[config.mk]
export PLATFORM = sky130hd
export DESIGN_NAME = rx_byte_queue
export DESIGN_NICKNAME = d
export VERILOG_FILES = /design/src/rtl/rx_byte_queue.sv
export SDC_FILE = /design/constraint.sdc
export NUM_CORES = 1
export LEC_CHECK = 0
export ABC_CLOCK_PERIOD_IN_PS = 2550
export BUFFER_PORTS_ARGS = -buffer_cell sky130_fd_sc_hd__buf_2
export CAP_MARGIN = 0
export CORE_ASPECT_RATIO = 0.75
export CORE_MARGIN = 3
export CORE_UTILIZATION = 40
export CTS_CLUSTER_DIAMETER = 30
export DETAILED_ROUTE_END_ITERATION = 16
export PLACE_DENSITY = 0.66
export SYNTH_ARGS = -nofsm -noshare
export SYNTH_HDL_FRONTEND = slang
export SYNTH_SLANG_ARGS = --single-unit
[constraint.sdc]
create_clock -name clk -period 2.55 [get_ports clk]
set_input_delay 0.3825 -clock clk [delete_from_list [all_inputs] [get_ports clk]]
set_output_delay 0.3825 -clock clk [all_outputs]
set_load 0.02 [all_outputs]
[src/rtl/rx_byte_queue.sv]
module rx_byte_queue #(
  parameter int DATA_W    = 8,
  parameter int DEPTH     = 16,
  parameter int EMPTY_BIT = 6,
  parameter int FULL_BIT  = 5,
  localparam int PTR_W    = $clog2(DEPTH)
) (
  input  logic              clk,
  input  logic              rst_n,
  input  logic              soft_rst,
  input  logic              push_valid,
  input  logic [DATA_W-1:0] push_data,
  input  logic              pop_rd,
  output logic [DATA_W-1:0] rd_data,
  input  logic              wm_wr,
  input  logic [PTR_W-1:0]  wm_wdata,
  output logic [PTR_W-1:0]  wm_level,
  output logic [PTR_W-1:0]  occupancy,
  output logic [7:0]        status,
  output logic              rx_full_req,
  output logic              overflow
);
  localparam int CNT_W = PTR_W + 1;

  logic [DATA_W-1:0] mem [DEPTH];
  logic [PTR_W-1:0]  rd_ptr, wr_ptr, wm;
  logic [CNT_W-1:0]  count;
  logic              ovf;
  logic              is_empty, is_full, do_pop, do_push, drop;

  assign is_empty = (count == '0);
  assign is_full  = (count == CNT_W'(DEPTH));
  assign do_pop   = pop_rd && !is_empty;
  assign do_push  = push_valid && (!is_full || do_pop);
  assign drop     = push_valid && !do_push;

  always_ff @(posedge clk or negedge rst_n) begin
    if (!rst_n) begin
      rd_ptr <= '0;
      wr_ptr <= '0;
      count  <= '0;
      wm     <= PTR_W'(DEPTH - 1);
      ovf    <= 1'b0;
    end else if (soft_rst) begin
      rd_ptr <= '0;
      wr_ptr <= '0;
      count  <= '0;
      wm     <= PTR_W'(DEPTH - 1);
      ovf    <= 1'b0;
    end else begin
      if (do_push) wr_ptr <= wr_ptr + 1'b1;
      if (do_pop)  rd_ptr <= rd_ptr + 1'b1;
      case ({do_push, do_pop})
        2'b10:   count <= count + 1'b1;
        2'b01:   count <= count - 1'b1;
        default: count <= count;
      endcase
      if (wm_wr) wm <= wm_wdata;
      if (drop)  ovf <= 1'b1;
    end
  end

  always_ff @(posedge clk) begin
    if (!soft_rst && do_push) mem[wr_ptr] <= push_data;
  end

  assign rd_data     = is_empty ? '0 : mem[rd_ptr];
  assign occupancy   = is_empty ? '0 : PTR_W'(count - 1'b1);
  assign rx_full_req = (count >= (CNT_W'(wm) + CNT_W'(1)));
  assign wm_level    = wm;
  assign overflow    = ovf;

  always_comb begin
    status            = '0;
    status[EMPTY_BIT] = is_empty;
    status[FULL_BIT]  = is_full;
  end
endmodule


==> metrics.txt <==
status finished, violations left; failing checks setup timing; GP Congestion 0.8150; Inserted Diodes 0; Flop pwr share 37.4%; Worst Path Arrival 2.47 ns; Worst Tran Pin Value between 0.7 and 0.8 ns; sequential area share after synthesis 66.67%; Initial Util 41.56%; CTS tree yes; average size of a mapped cell 18.27 um2; vias 3,459; DRC 0; warnings from Yosys 0; fin nets 464; Die Wd 152.6 um; Place WS 0.1127 ns; Layout area overhead 21.59%; initial drt markers slightly below 300; Mapped Cells 353; most frequent cells in the layout edfxtp_1 (128), buf_4 (38), mux4_2 (32); Final WS setup -0.3001 ns; commonest non-fill, non-tap cell in the layout edfxtp_1; final core occ 50.53%; clk sinks ~150; Placed Cells 613; crit end category output pin; Tot Pwr between 0.007 and 0.008 W; RSZ-0062 raised after global routing true; static leakage roughly 2.8 nW; Worst Skew 0.006516 ns; CTS clk-pin slew, worst paths 0.06 ns; min Tclk post-route 2.850 ns; drt first pass iters 4; Top cell by count, worst path mux4_2; worst endpoint required time around 2.2 ns; fmax approximately 350 MHz; row count 39; worst-path cell chain buf_12, buf_16, mux4_2, mux4_2, nor2b_4, buf_6; largest net degree at the start of global routing 36; initial antenna violation count 0; Slew headroom 52.46%; Final setup viols 8; Netlist Area Pre-Place 0.006449 mm2; Critical Path Fanout Max 5; flops & latches, synth 146; Max Root-Sink Buffers 2; grt ovf 0; Comb pwr share about a quarter; insertion delay to the later sink of the worst-skew pair 0.42 ns; crit share post-route 111.8%; Core Area 0.01552 mm2; Pint ~0.0054 W; Final ANT Viol Nets 0; Max Transition Viols Final 0; die height 116.0 um; crit-path max cell delay 0.51 ns; Layout Cells excl Fill 651; Post-DP HPWL 8998 um; IO Count between 40 and 50; GR Util All Layers 16.01%; Clock Power Share 38.2%; reg-to-reg slack, setup ~0.12 ns; H-tree depth 4; Min-Delay Path Class in -> reg; VDD IR-drop max 0.4590 mV; crit path kind reg -> out; Die Area 0.01770 mm2; PortBufs 37; Max Cap Viol 0; Synth cell types 45; drt total wl 13,590 um; Net Sw Frac roughly 25%; power density over cell area 920.9 mW/mm2; Startpoint Class register; hold violation count in the final report 0; slowest CP cell mux4_2; CTS buffer count 17; Hold Slack 0.1919 ns; share of post-route cells with drive strength above 1 36.55%; vias in the first global route 3,483; first-pass GRT wire length approximately 21,000 um; Vias/cell 5.313; Wirelength per Cell 20.87 um; root buf cell clkbuf_16; Net Switching 0.001829 W
## per-stage QoR
stage	cell area, um2	TNS, ns
4_1_cts	7806	-2.207
3_5_place_dp	7043	0
6_report	7841	-2.264
5_1_grt	7841	-2.706
2_1_floorplan	6467	0
3_3_place_gp	7043	0
## final timing paths
kind,end,cells after the start,startpoint
min reg2reg,overflow,2,overflow
min in group asynchronous,count[4],2,rst_n
max,rd_data[6],6,rd_ptr[0]
max reg2reg,mem[2][5],8,count[0]
min,wm_level[2],3,wm_wdata[2]
max in group asynchronous,wm_level[2],2,rst_n
## critical path: cells and delay by family (launching register included)
family / cells / cell delay (ns)
multiplexers: 2 / 1.00
flip-flops: 1 / 0.49
buffers and inverters: 3 / 0.41
AND/OR/NAND/NOR: 1 / 0.14
## layer usage
| metal | share of wire, % | global-route usage, % |
|---|---|---|
| met1 | 48 | 23.98 |
| met2 | 45 | 23.12 |
| met3 | 5.9 | 4.293 |
| met4 | 0.96 | 4.926 |
| met5 | 0 | 0 |
## power groups by stage
stage	combinational, W	clock (W)	sequential (W)
floorplan	0.00111	0	0.00274
global route	0.00189	0.00291	0.00270
global placement	0.00147	0	0.00273
finish	0.00177	0.00276	0.00270
detailed placement	0.00150	0	0.00274
CTS	0.00167	0.00280	0.00269
## repair_timing
item,4_1_cts,5_1_grt
gates resized for setup,15,20
hold buffers,1,0
endpoints found under the hold margin,14,0
gates cloned,2,1
endpoints found under the setup margin,8,8
pin swaps,0,0
buffers inserted,2,0
## registers in the layout, indices dropped and copies added, names as in the netlist
name      count
mem         128
wr_ptr        4
overflow      1
count         5
rd_ptr        4
wm_level      4
## Yosys cell counts (all sizes together)
library cell | count | area (um2)
nor2 | 30 | 112.6
o211ai | 3 | 22.52
and4bb | 1 | 12.51
clkbuf | 7 | 30.03
nor3 | 8 | 40.04
a31oi | 1 | 6.260
a21o | 1 | 7.510
xnor2 | 6 | 52.55
edfxtp | 128 | 3844
a21oi | 3 | 15.01
nand3 | 5 | 25.02
a32oi | 1 | 8.760
clkdlybuf4s18 | 1 | 10.01
nor4b | 1 | 23.77
o2bb2ai | 1 | 8.760
conb | 1 | 3.750
nand2 | 10 | 37.54
a211o | 1 | 8.760
xor2 | 3 | 26.28
buf | 19 | 165.1
o221ai | 1 | 8.760
mux2 | 2 | 22.52
o21ai | 6 | 30.03
a211oi | 4 | 35.03
nor3b | 2 | 15.01
or3b | 1 | 8.760
dfstp | 4 | 105.1
mux2i | 6 | 60.06
nand2b | 5 | 31.28
nor2b | 11 | 113.9
a311oi | 1 | 8.760
o21a | 1 | 7.510
or2 | 1 | 6.260
inv | 9 | 33.78
dfrtp | 14 | 350.3
ha | 13 | 162.7
and3b | 1 | 8.760
mux4 | 40 | 979.7
## cells by family after synthesis
| family | count (synthesis) | share of synthesized area [%] |
|---|---|---|
| AOI/OAI and AO/OA | 24 | 2.600 |
| xor gates and xnor gates | 9 | 1.222 |
| adders and majority gates | 13 | 2.522 |
| buffers and inverters | 36 | 3.706 |
| DFF | 146 | 66.67 |
| muxes | 48 | 16.47 |
| other | 1 | 0.05815 |
| and+or+nand+nor | 76 | 6.752 |
## final cells by class
| class | count | area, um2 |
|---|---|---|
| Fill cell | 1254 | 7676 |
| Tap cell | 205 | 256.5 |
| Sequential cell | 146 | 4300 |
| Clock buffer | 18 | 429.2 |
| Timing Repair Buffer | 83 | 690.7 |
| Clock inverter | 14 | 235.2 |
| Multi-Input combinational cell | 176 | 1896 |
| Inverter | 9 | 33.78 |
No activity file was read; power rests on OpenSTA's default activity.
